$ cat src/rtl/frag_pkg.sv
package frag_pkg;

  // Walk controller states
  typedef enum logic [1:0] {
    ST_IDLE = 2'd0,
    ST_WALK = 2'd1,
    ST_DONE = 2'd2
  } frag_state_t;

endpackage

$ cat src/rtl/frag_geom.sv
// Size of the current piece: the smaller of the room left in the line
// and the bytes left in the access.
module frag_geom #(
  parameter int ADDR_W     = 32,
  parameter int LINE_BYTES = 16,
  parameter int SIZE_W     = 7,
  localparam int LINE_LOG  = $clog2(LINE_BYTES),
  localparam int FSIZE_W   = $clog2(LINE_BYTES + 1)
) (
  input  logic [ADDR_W-1:0]  cur_addr,
  input  logic [SIZE_W-1:0]  rem_bytes,
  output logic [FSIZE_W-1:0] piece_size,
  output logic               piece_last
);

  localparam int CW = (SIZE_W > FSIZE_W) ? SIZE_W : FSIZE_W;

  logic [LINE_LOG-1:0] line_off;
  logic [FSIZE_W-1:0]  room;
  logic [CW-1:0]       rem_x;
  logic [CW-1:0]       room_x;

  always_comb begin
    line_off   = cur_addr[LINE_LOG-1:0];
    room       = FSIZE_W'(LINE_BYTES) - FSIZE_W'(line_off);
    rem_x      = CW'(rem_bytes);
    room_x     = CW'(room);
    piece_last = (rem_x <= room_x);
    piece_size = piece_last ? FSIZE_W'(rem_bytes) : room;
  end

endmodule

$ cat src/rtl/frag_mask.sv
// Tells whether any byte of the current piece is enabled.
module frag_mask #(
  parameter int LINE_BYTES = 16,
  localparam int FSIZE_W   = $clog2(LINE_BYTES + 1)
) (
  input  logic [LINE_BYTES-1:0] be_window,
  input  logic [FSIZE_W-1:0]    piece_size,
  output logic                  piece_any
);

  logic [LINE_BYTES-1:0] keep;

  for (genvar i = 0; i < LINE_BYTES; i++) begin : g_byte
    assign keep[i] = be_window[i] && (FSIZE_W'(i) < piece_size);
  end

  assign piece_any = |keep;

endmodule

$ cat src/rtl/frag_tally.sv
// Emitted and skipped fragment counters for one access.
module frag_tally #(
  parameter int CNT_W = 3
) (
  input  logic             clk,
  input  logic             rst_n,
  input  logic             clear,
  input  logic             inc_emit,
  input  logic             inc_skip,
  output logic [CNT_W-1:0] emitted,
  output logic [CNT_W-1:0] skipped
);

  logic [CNT_W-1:0] emit_d, skip_d;
  logic             cnt_en;

  always_comb begin
    cnt_en = clear || inc_emit || inc_skip;
    emit_d = emitted;
    skip_d = skipped;
    if (clear) begin
      emit_d = '0;
      skip_d = '0;
    end else begin
      if (inc_emit) emit_d = emitted + CNT_W'(1);
      if (inc_skip) skip_d = skipped + CNT_W'(1);
    end
  end

  always_ff @(posedge clk or negedge rst_n) begin
    if (!rst_n) begin
      emitted <= '0;
      skipped <= '0;
    end else if (cnt_en) begin
      emitted <= emit_d;
      skipped <= skip_d;
    end
  end

endmodule

$ cat src/rtl/frag_splitter.sv
// Splits one access into line-bounded fragments, lowest address first.
// rst_n is asserted asynchronously and must be released synchronously
// by the reset tree. LINE_BYTES must be a power of two, at least 2 and
// no larger than MAX_BYTES.
module frag_splitter #(
  parameter int ADDR_W     = 32,
  parameter int LINE_BYTES = 16,
  parameter int MAX_BYTES  = 64,
  localparam int SIZE_W    = $clog2(MAX_BYTES + 1),
  localparam int FSIZE_W   = $clog2(LINE_BYTES + 1),
  localparam int MAX_FRAGS = MAX_BYTES / LINE_BYTES + 2,
  localparam int CNT_W     = $clog2(MAX_FRAGS + 1)
) (
  input  logic                 clk,
  input  logic                 rst_n,
  input  logic                 in_valid,
  output logic                 in_ready,
  input  logic [ADDR_W-1:0]    in_addr,
  input  logic [SIZE_W-1:0]    in_size,
  input  logic [MAX_BYTES-1:0] in_be,
  output logic                 frag_valid,
  input  logic                 frag_ready,
  output logic [ADDR_W-1:0]    frag_addr,
  output logic [FSIZE_W-1:0]   frag_size,
  output logic                 done,
  output logic                 all_disabled,
  output logic [CNT_W-1:0]     emitted,
  output logic [CNT_W-1:0]     skipped
);

  import frag_pkg::*;

  frag_state_t            state_q, state_d;
  logic [ADDR_W-1:0]      addr_q, addr_d;
  logic [SIZE_W-1:0]      rem_q, rem_d;
  logic [MAX_BYTES-1:0]   be_q, be_d;

  logic [FSIZE_W-1:0]     piece_size;
  logic                   piece_last;
  logic                   piece_any;
  logic                   accept;
  logic                   step;
  logic                   walk_en;

  frag_geom #(
    .ADDR_W    (ADDR_W),
    .LINE_BYTES(LINE_BYTES),
    .SIZE_W    (SIZE_W)
  ) u_geom (
    .cur_addr  (addr_q),
    .rem_bytes (rem_q),
    .piece_size(piece_size),
    .piece_last(piece_last)
  );

  frag_mask #(
    .LINE_BYTES(LINE_BYTES)
  ) u_mask (
    .be_window (be_q[LINE_BYTES-1:0]),
    .piece_size(piece_size),
    .piece_any (piece_any)
  );

  frag_tally #(
    .CNT_W(CNT_W)
  ) u_tally (
    .clk     (clk),
    .rst_n   (rst_n),
    .clear   (accept),
    .inc_emit(step && piece_any),
    .inc_skip(step && !piece_any),
    .emitted (emitted),
    .skipped (skipped)
  );

  // Handshake and step decode
  always_comb begin
    in_ready   = (state_q == ST_IDLE);
    accept     = in_ready && in_valid;
    frag_valid = (state_q == ST_WALK) && piece_any;
    step       = (state_q == ST_WALK) && (!piece_any || frag_ready);
    walk_en    = accept || step;
    frag_addr  = addr_q;
    frag_size  = piece_size;
    done       = (state_q == ST_DONE);
    all_disabled = done && (emitted == '0);
  end

  // Next state
  always_comb begin
    state_d = state_q;
    unique case (state_q)
      ST_IDLE: if (accept) state_d = ST_WALK;
      ST_WALK: if (step && piece_last) state_d = ST_DONE;
      ST_DONE: state_d = ST_IDLE;
      default: state_d = ST_IDLE;
    endcase
  end

  // Walk registers: load on accept, advance one piece on each step
  always_comb begin
    if (accept) begin
      addr_d = in_addr;
      rem_d  = in_size;
      be_d   = in_be;
    end else begin
      addr_d = addr_q + ADDR_W'(piece_size);
      rem_d  = rem_q - SIZE_W'(piece_size);
      be_d   = be_q >> piece_size;
    end
  end

  always_ff @(posedge clk or negedge rst_n) begin
    if (!rst_n) begin
      state_q <= ST_IDLE;
    end else begin
      state_q <= state_d;
    end
  end

  always_ff @(posedge clk or negedge rst_n) begin
    if (!rst_n) begin
      addr_q <= '0;
      rem_q  <= '0;
      be_q   <= '0;
    end else if (walk_en) begin
      addr_q <= addr_d;
      rem_q  <= rem_d;
      be_q   <= be_d;
    end
  end

endmodule

$ cat config.mk
export PLATFORM = sky130hd
export DESIGN_NAME = frag_splitter
export DESIGN_NICKNAME = d
export VERILOG_FILES = /design/src/rtl/frag_pkg.sv /design/src/rtl/frag_geom.sv /design/src/rtl/frag_mask.sv /design/src/rtl/frag_tally.sv /design/src/rtl/frag_splitter.sv
export SDC_FILE = /design/constraint.sdc
export NUM_CORES = 1
export LEC_CHECK = 0
export BUFFER_PORTS_ARGS = -buffer_cell sky130_fd_sc_hd__buf_2
export CORE_UTILIZATION = 59
export DETAILED_ROUTE_END_ITERATION = 8
export PLACE_DENSITY = 0.88
export SYNTH_ARGS = -nofsm -noshare
export SYNTH_HDL_FRONTEND = slang
export SYNTH_SLANG_ARGS = --single-unit
$ cat constraint.sdc
create_clock -name clk -period 6.3 [get_ports clk]
set_clock_uncertainty 0.05 [all_clocks]
set_input_delay 1.89 -clock clk [delete_from_list [all_inputs] [get_ports clk]]
set_output_delay 1.89 -clock clk [all_outputs]
set_load 0.02 [all_outputs]
# Yosys cells after proc, flatten, opt, wreduce, memory -nomap -nowiden
# Index checks and enable logic that the tools add are counted.
[word_totals]
regBits = 111
input_bits = 107
elab_cells = 80
[op_classes]
n_addsub = 5
order_cmp = 17
eq_ne = 4
n_shift = 1
muxes = 11
n_reduce_logical = 36
[op_table]
columns = ["cell", "count"]
rows = [
  ["64-bit two-way mux", 1],
  ["64-bit by 5-bit >> shifter with 64-bit output", 1],
  ["4-bit by 5-bit < comparator with 1-bit output (first input constant)", 8],
  ["32-bit by 5-bit adder with 32-bit output", 1],
  ["32-bit two-way mux", 1],
  ["1-bit logical AND", 23],
  ["3-bit by 5-bit < comparator with 1-bit output (first input constant)", 4],
  ["16-bit OR reduction", 1],
  ["3-bit two-way mux", 4],
  ["1-bit by 5-bit < comparator with 1-bit output (first input constant)", 2],
  ["2-bit by 5-bit < comparator with 1-bit output (first input constant)", 2],
  ["7-bit by 5-bit less-or-equal comparator with 1-bit output", 1],
  ["7-bit two-way mux", 1],
  ["7-bit by 5-bit subtractor with 7-bit output", 1],
  ["3-bit by 1-bit adder with 3-bit output (second input constant)", 2],
  ["2-bit AND reduction", 3],
  ["5-bit two-way mux", 1],
  ["5-bit by 4-bit subtractor with 5-bit output (first input constant)", 1],
  ["1-bit logical OR", 4],
  ["2-bit two-way mux", 2],
  ["2-bit by 1-bit inequality test with 1-bit output (second input constant)", 2],
  ["2-bit one-hot mux with 2 select lines", 1],
  ["2-bit nonzero test", 2],
  ["3-bit logical NOT", 1],
  ["4 further kinds", 4],
]

# Longest topological paths before layout
[logic_depth]
word_depth = 13
depth_mapped = 28
mapped_depth_nobuf = 22

# Modules after synthesis
# A second synthesis with hierarchy kept.
[hier_totals]
hier_cells = 1144
area_unflattened_um2 = 9628.0
[by_module_without_submodules]
columns = ["module", "instances", "cells_each", "area_each_um2", "seq_area_each_um2"]
rows = [
  ["frag_splitter", 1, 1043, 8793.4, 2627.5],
  ["frag_geom", 1, 46, 366.6, 0.0],
  ["frag_tally", 1, 22, 272.8, 150.1],
  ["frag_mask", 1, 33, 195.2, 0.0],
]

# Worst setup path before layout
# OpenSTA, ideal clock, no wires.
[synth_timing]
kind = "register to output"
start = "reg addr_q[0] (netlist: frag_addr[0])"
end = "out frag_size[1]"
arrival_time_ns = 4.059
t_required_ns = 4.360
setup_slack_ns = 0.301
path_stages_with_launch = 18
n_path_buf = 6
cell_sequence = "dfrtp_1 -> buf_2 -> inv_1 -> ha_1 -> xnor2_1 -> clkinv_1 -> ha_1 -> a21oi_1 -> o21ai_0 -> and3_1 -> buf_6 -> o31ai_4 -> nor2_1 -> inv_2 -> buf_2 -> buf_2 -> buf_1 -> buf_1"
[synth_between]
elab_chain_len = 3
[synth_rtl]
columns = ["item", "line_no", "rtl"]
rows = [
  ["from (decl)", "frag_splitter.sv:34", "logic [ADDR_W-1:0] addr_q, addr_d;"],
  ["from (signal assigned)", "frag_splitter.sv:127", "addr_q <= addr_d;"],
  ["5-bit by 4-bit subtractor with 5-bit output (*)", "frag_geom.sv:25", "room = FSIZE_W'(LINE_BYTES) - FSIZE_W'(line_off);"],
  ["7-bit by 5-bit less-or-equal comparator with 1-bit output", "frag_geom.sv:28", "piece_last = (rem_x <= room_x);"],
  ["5-bit two-way mux (*)", "frag_geom.sv:29", "piece_size = piece_last ? FSIZE_W'(rem_bytes) : room;"],
  ["to (decl)", "frag_splitter.sv:24", "output logic [FSIZE_W-1:0] frag_size,"],
]
# Mark *: on every way between the ends. The rest lies on a longest branch, timed or not.

# Final worst setup path
[layout_timing]
start = "reg addr_q[1] (netlist: frag_addr[1])"
end = "out frag_valid"
[layout_between]
elab_chain_len = 7
[layout_rtl]
columns = ["item", "line_no", "rtl"]
rows = [
  ["5-bit by 4-bit subtractor with 5-bit output (*)", "frag_geom.sv:25", ""],
  ["7-bit by 5-bit less-or-equal comparator with 1-bit output", "frag_geom.sv:28", ""],
  ["5-bit two-way mux (*)", "frag_geom.sv:29", ""],
  ["1-bit by 5-bit < comparator with 1-bit output, or another cell as far along", "frag_mask.sv:14", "assign keep[i] = be_window[i] && (FSIZE_W'(i) < piece_size);"],
  ["1-bit logical AND", "frag_mask.sv:14", ""],
  ["16-bit OR reduction (*)", "frag_mask.sv:17", "assign piece_any = |keep;"],
  ["1-bit logical AND (*)", "frag_splitter.sv:80", "frag_valid = (state_q == ST_WALK) && piece_any;"],
  ["to (decl)", "frag_splitter.sv:21", "output logic frag_valid,"],
]
# Marked as above.

==> flow_summary.html <==
<table>
<tr><th>Metric</th><th>Value</th></tr>
<tr><th colspan="2">Die</th></tr>
<tr><td>Die ar.</td><td>19,040 µm²</td></tr>
<tr><td>Number of placement rows</td><td>49</td></tr>
<tr><td>Initial core utilization</td><td>0.6053</td></tr>
<tr><td>Die Span Y</td><td>138.0 µm</td></tr>
<tr><td>Horizontal die dimension</td><td>138.0 µm</td></tr>
<tr><td>Top-Level Pins</td><td>154</td></tr>
<tr><td>Core footprint</td><td>18,020 µm²</td></tr>
<tr><th colspan="2">Logic synthesis</th></tr>
<tr><td>Post-synth net total</td><td>1,509</td></tr>
<tr><td>Multiplexer share of the synthesized area</td><td>0.1115</td></tr>
<tr><td>Main combinational cell family by area after synthesis</td><td>compound AO/OA/AOI/OAI gates</td></tr>
<tr><td>Main synth FF type</td><td>sky130_fd_sc_hd__dfrtp_1</td></tr>
<tr><td>Sequential area share after synthesis</td><td>0.2546</td></tr>
<tr><td>Synthesized-area fraction occupied by ao, oa, aoi and oai cells</td><td>0.2808</td></tr>
<tr><td>Number of storage elements in the synthesis netlist</td><td>111</td></tr>
<tr><td>Number of warning messages in the yosys log</td><td>0</td></tr>
<tr><td>Simple-gate area share of the yosys netlist</td><td>0.2347</td></tr>
<tr><td>Post-Syn Area</td><td>10,910 µm²</td></tr>
<tr><td>Adder-cell share of the synthesized area</td><td>0.01674</td></tr>
<tr><td>Average cell area after synthesis</td><td>7.855 µm²</td></tr>
<tr><td>Number of instances in the synthesized netlist</td><td>1,389</td></tr>
<tr><td>Distinct cells, synth</td><td>90</td></tr>
<tr><td>Post-Synth XOR/XNOR Area</td><td>0.03865</td></tr>
<tr><td>Ys async rst share</td><td>1.000</td></tr>
<tr><td>Number of enable-type register cells in the synthesized netlist</td><td>0</td></tr>
<tr><th colspan="2">Cells and area</th></tr>
<tr><td>Fraction of final layout cells sized beyond drive strength 1</td><td>0.2031</td></tr>
<tr><td>Final layout net count</td><td>1,592</td></tr>
<tr><td>Area growth, synth to finish</td><td>11.00%</td></tr>
<tr><td>Filler cells</td><td>1,549</td></tr>
<tr><th colspan="2">Routing</th></tr>
<tr><td>DRT Pass-1 Iters</td><td>6</td></tr>
<tr><td>Total number of vias</td><td>12,460</td></tr>
<tr><td>Routed vias/inst</td><td>7.297</td></tr>
<tr><td>Routed metal-1 wire length</td><td>16,600 µm</td></tr>
<tr><td>Routed WL</td><td>42,300 µm</td></tr>
<tr><td>Antenna-violating nets left</td><td>0</td></tr>
<tr><td>Top layer used by detailed routing</td><td>met4</td></tr>
<tr><td>Routed length per placed instance</td><td>24.78 µm</td></tr>
<tr><td>Drc violations</td><td>0</td></tr>
<tr><td>Starting DRT DRC Count</td><td>1,855</td></tr>
<tr><td>Length of routed met3 wiring</td><td>5613 µm</td></tr>
<tr><td>Length of routed met2 wiring</td><td>17,930 µm</td></tr>
<tr><th colspan="2">Clocking</th></tr>
<tr><td>Total CTS buffers</td><td>9</td></tr>
<tr><td>Clock slew at reported path FFs</td><td>0.09 ns</td></tr>
<tr><td>CTS tree</td><td>built</td></tr>
<tr><td>H-tree level count</td><td>3</td></tr>
<tr><td>Number of buffers on the longest clock path</td><td>2</td></tr>
<tr><td>Hold bufs inserted after CTS</td><td>0</td></tr>
<tr><td>TritonCTS sink count</td><td>111</td></tr>
<tr><td>Latest clock arrival within the worst-skew pair</td><td>0.39 ns</td></tr>
<tr><td>Root buffer selected by CTS</td><td>sky130_fd_sc_hd__clkbuf_16</td></tr>
<tr><th colspan="2">Worst setup path</th></tr>
<tr><td>Arrival time of data at the critical path endpoint</td><td>4.09 ns</td></tr>
<tr><td>Worst-path fanout max</td><td>6</td></tr>
<tr><td>Crit. End Element</td><td>output pin</td></tr>
<tr><td>Required time reported for the critical path endpoint</td><td>4.36 ns</td></tr>
<tr><td>Type of the worst setup path</td><td>flop to output pin</td></tr>
<tr><td>Startpoint Class</td><td>flop</td></tr>
<tr><th colspan="2">STA</th></tr>
<tr><td>Post-route fraction of the period consumed by the critical path</td><td>0.9577</td></tr>
<tr><td>Setup-failing EPs final</td><td>0</td></tr>
<tr><td>Final Max Tran Viols</td><td>0</td></tr>
<tr><td>Setup TNS Final</td><td>0 ns</td></tr>
<tr><td>Worst hold-check slack</td><td>0.5180 ns</td></tr>
<tr><td>F_max</td><td>165.7 MHz</td></tr>
<tr><td>Shortest clock period the worst path allows after layout</td><td>6.034 ns</td></tr>
<tr><td>Worst slew margin relative to its limit</td><td>0.3061</td></tr>
<tr><td>Pin slew with the least headroom to its limit</td><td>1.028 ns</td></tr>
<tr><td>Count of endpoints failing hold in the final timing report</td><td>0</td></tr>
<tr><th colspan="2">Global routing</th></tr>
<tr><td>Initial antenna violation count</td><td>1</td></tr>
<tr><td>Overall routing resource usage</td><td>0.4498</td></tr>
<tr><td>Wire length of the first global-routing pass</td><td>64,780 µm</td></tr>
<tr><td>Number of global-route vias before repair</td><td>11,370</td></tr>
<tr><td>Pin count of the biggest net entering global routing</td><td>108</td></tr>
<tr><td>Overflow after GRT</td><td>0</td></tr>
<tr><th colspan="2">Placement</th></tr>
<tr><td>Count of buffers from port buffering</td><td>153</td></tr>
<tr><td>Routability cong.</td><td>1.033</td></tr>
<tr><td>Detailed-placement wirelength estimate</td><td>29,860 µm</td></tr>
<tr><th colspan="2">Run status</th></tr>
<tr><td>Result of the run</td><td>completed</td></tr>
<tr><th colspan="2">Flow run</th></tr>
<tr><td># Max-Cap Violations</td><td>0</td></tr>
<tr><th colspan="2">Worst hold path</th></tr>
<tr><td>Worst hold path type</td><td>flop to flop</td></tr>
</table>
==> timing repair <==
| action | CTS | global route |
|---|---|---|
| setup endpoints to repair | 0 | 2 |
| hold endpoints to repair | 0 | 0 |
| buffers inserted | 0 | 4 |
| resized for setup | 0 | 7 |
==> flip-flops by register name (all words and copies together), names as in the netlist <==
| signal | cells |
|---|---|
| u_tally.skipped | 3 |
| u_tally.emitted | 3 |
| state_q | 2 |
| frag_addr | 32 |
| rem_q | 7 |
| be_q | 64 |
==> through the flow <==
stage / cells / utilization / cell area (µm²) / setup WS (ns)
after floorplan: 1389 / - / 10910 / 0.3008
after global placement: 1686 / 0.6506 / 11730 / 0.6055
after detailed placement: 1686 / 0.6506 / 11730 / 0.5344
after CTS: 1702 / 0.6688 / 12060 / 0.07086
after global routing: 1707 / 0.6719 / 12110 / -0.01457
final: 1707 / 0.6719 / 12110 / 0.2664
==> critical path, stage by stage (launching register included) <==
cell and delay (ns):
sky130_fd_sc_hd__dfrtp_1 0.39, sky130_fd_sc_hd__inv_1 0.10, sky130_fd_sc_hd__ha_1 0.24, sky130_fd_sc_hd__nor3b_2 0.25
sky130_fd_sc_hd__inv_2 0.10, sky130_fd_sc_hd__ha_2 0.39, sky130_fd_sc_hd__nor3b_4 0.28, sky130_fd_sc_hd__nand4_1 0.19
sky130_fd_sc_hd__nor3_1 0.27, sky130_fd_sc_hd__a31oi_1 0.11, sky130_fd_sc_hd__and2_4 0.22, sky130_fd_sc_hd__o311a_1 0.30
sky130_fd_sc_hd__o221a_2 0.31, sky130_fd_sc_hd__a21oi_1 0.33, sky130_fd_sc_hd__buf_2 0.23
==> cells by family after synthesis <==
logic type,Yosys count
xor+xnor,46
fa+ha+maj,15
buf+inv,146
mux,107
compound gates,456
simple gates,508
flops,111
==> cell usage after synthesis, types with 11 or more instances <==
master                       n  area, µm²
sky130_fd_sc_hd__nand2_1   180      675.7
sky130_fd_sc_hd__dfrtp_1   111       2778
sky130_fd_sc_hd__o21ai_0   106      530.5
sky130_fd_sc_hd__nor2_1    100      375.4
sky130_fd_sc_hd__nand3_1    92      460.4
sky130_fd_sc_hd__a21oi_1    88      440.4
sky130_fd_sc_hd__mux2i_1    81      810.8
sky130_fd_sc_hd__clkbuf_1   62      232.7
sky130_fd_sc_hd__xnor2_1    43      376.6
sky130_fd_sc_hd__a22oi_1    36      270.3
sky130_fd_sc_hd__a31oi_1    31      193.9
sky130_fd_sc_hd__a32oi_1    28      245.2
sky130_fd_sc_hd__and3_1     28      175.2
sky130_fd_sc_hd__buf_2      27      135.1
sky130_fd_sc_hd__o22ai_1    25      156.4
sky130_fd_sc_hd__nor3_1     23      115.1
sky130_fd_sc_hd__o21ai_1    23      115.1
sky130_fd_sc_hd__a211oi_1   20      150.1
sky130_fd_sc_hd__inv_1      18      67.56
sky130_fd_sc_hd__mux2_2     16      180.2
sky130_fd_sc_hd__nand4_1    16      100.1
sky130_fd_sc_hd__o211ai_1   14      105.1
sky130_fd_sc_hd__and2_1     13      81.33
sky130_fd_sc_hd__buf_1      13      48.80
sky130_fd_sc_hd__ha_1       13      162.7
sky130_fd_sc_hd__a221o_1    12      120.1
sky130_fd_sc_hd__buf_4      12      90.09
sky130_fd_sc_hd__nor4_2     11      137.6
==> final timing paths <==
kind	from	endpoint	depth (start not counted)	slack, ns
max reg2reg	frag_addr[1]	be_q[49]	16	0.82
max	frag_addr[1]	frag_valid	14	0.27
max in group asynchronous	rst_n	be_q[16]	2	3.51
min reg2reg	u_tally.skipped[1]	u_tally.skipped[1]	2	0.52
min in group asynchronous	rst_n	frag_addr[29]	1	1.58
min	u_tally.skipped[1]	u_tally.skipped[1]	2	0.52
==> per-layer routing <==
metal,vias up,global-route usage
li1,5395,-
met3,178,0.1093
met4,0,0.2343
met1,5826,0.6179
met5,-,0
met2,1057,0.6494
==> cell usage in the layout, fill, tap and decap left out, types with 23 or more instances in the layout <==
cell type                 instances
sky130_fd_sc_hd__a21oi_1         88
sky130_fd_sc_hd__a22oi_1         36
sky130_fd_sc_hd__a31oi_1         30
sky130_fd_sc_hd__a32oi_1         28
sky130_fd_sc_hd__and3_1          27
sky130_fd_sc_hd__buf_2          152
sky130_fd_sc_hd__buf_4           40
sky130_fd_sc_hd__dfrtp_1        111
sky130_fd_sc_hd__mux2i_1         80
sky130_fd_sc_hd__nand2_1        179
sky130_fd_sc_hd__nand3_1         92
sky130_fd_sc_hd__nor2_1          99
sky130_fd_sc_hd__nor3_1          23
sky130_fd_sc_hd__o21ai_0        105
sky130_fd_sc_hd__o21ai_1         23
sky130_fd_sc_hd__o22ai_1         24
sky130_fd_sc_hd__xnor2_1         43
==> layout make-up <==
class                   count  area (µm²)  area share
clock inverters             7       103.9    0.008575
well taps                 229       286.5     0.02366
flip-flops and latches    111        2778      0.2294
diodes                      1       2.502   0.0002066
repair buffers            194        1101     0.09092
inverters                  24       90.09    0.007439
multi-input cells        1132        7523      0.6212
clock buffers               9       225.2     0.01860
Power is left out: the tool's default activity adds up to more than one toggle a clock period on the data nets, which glitch-free logic cannot reach.
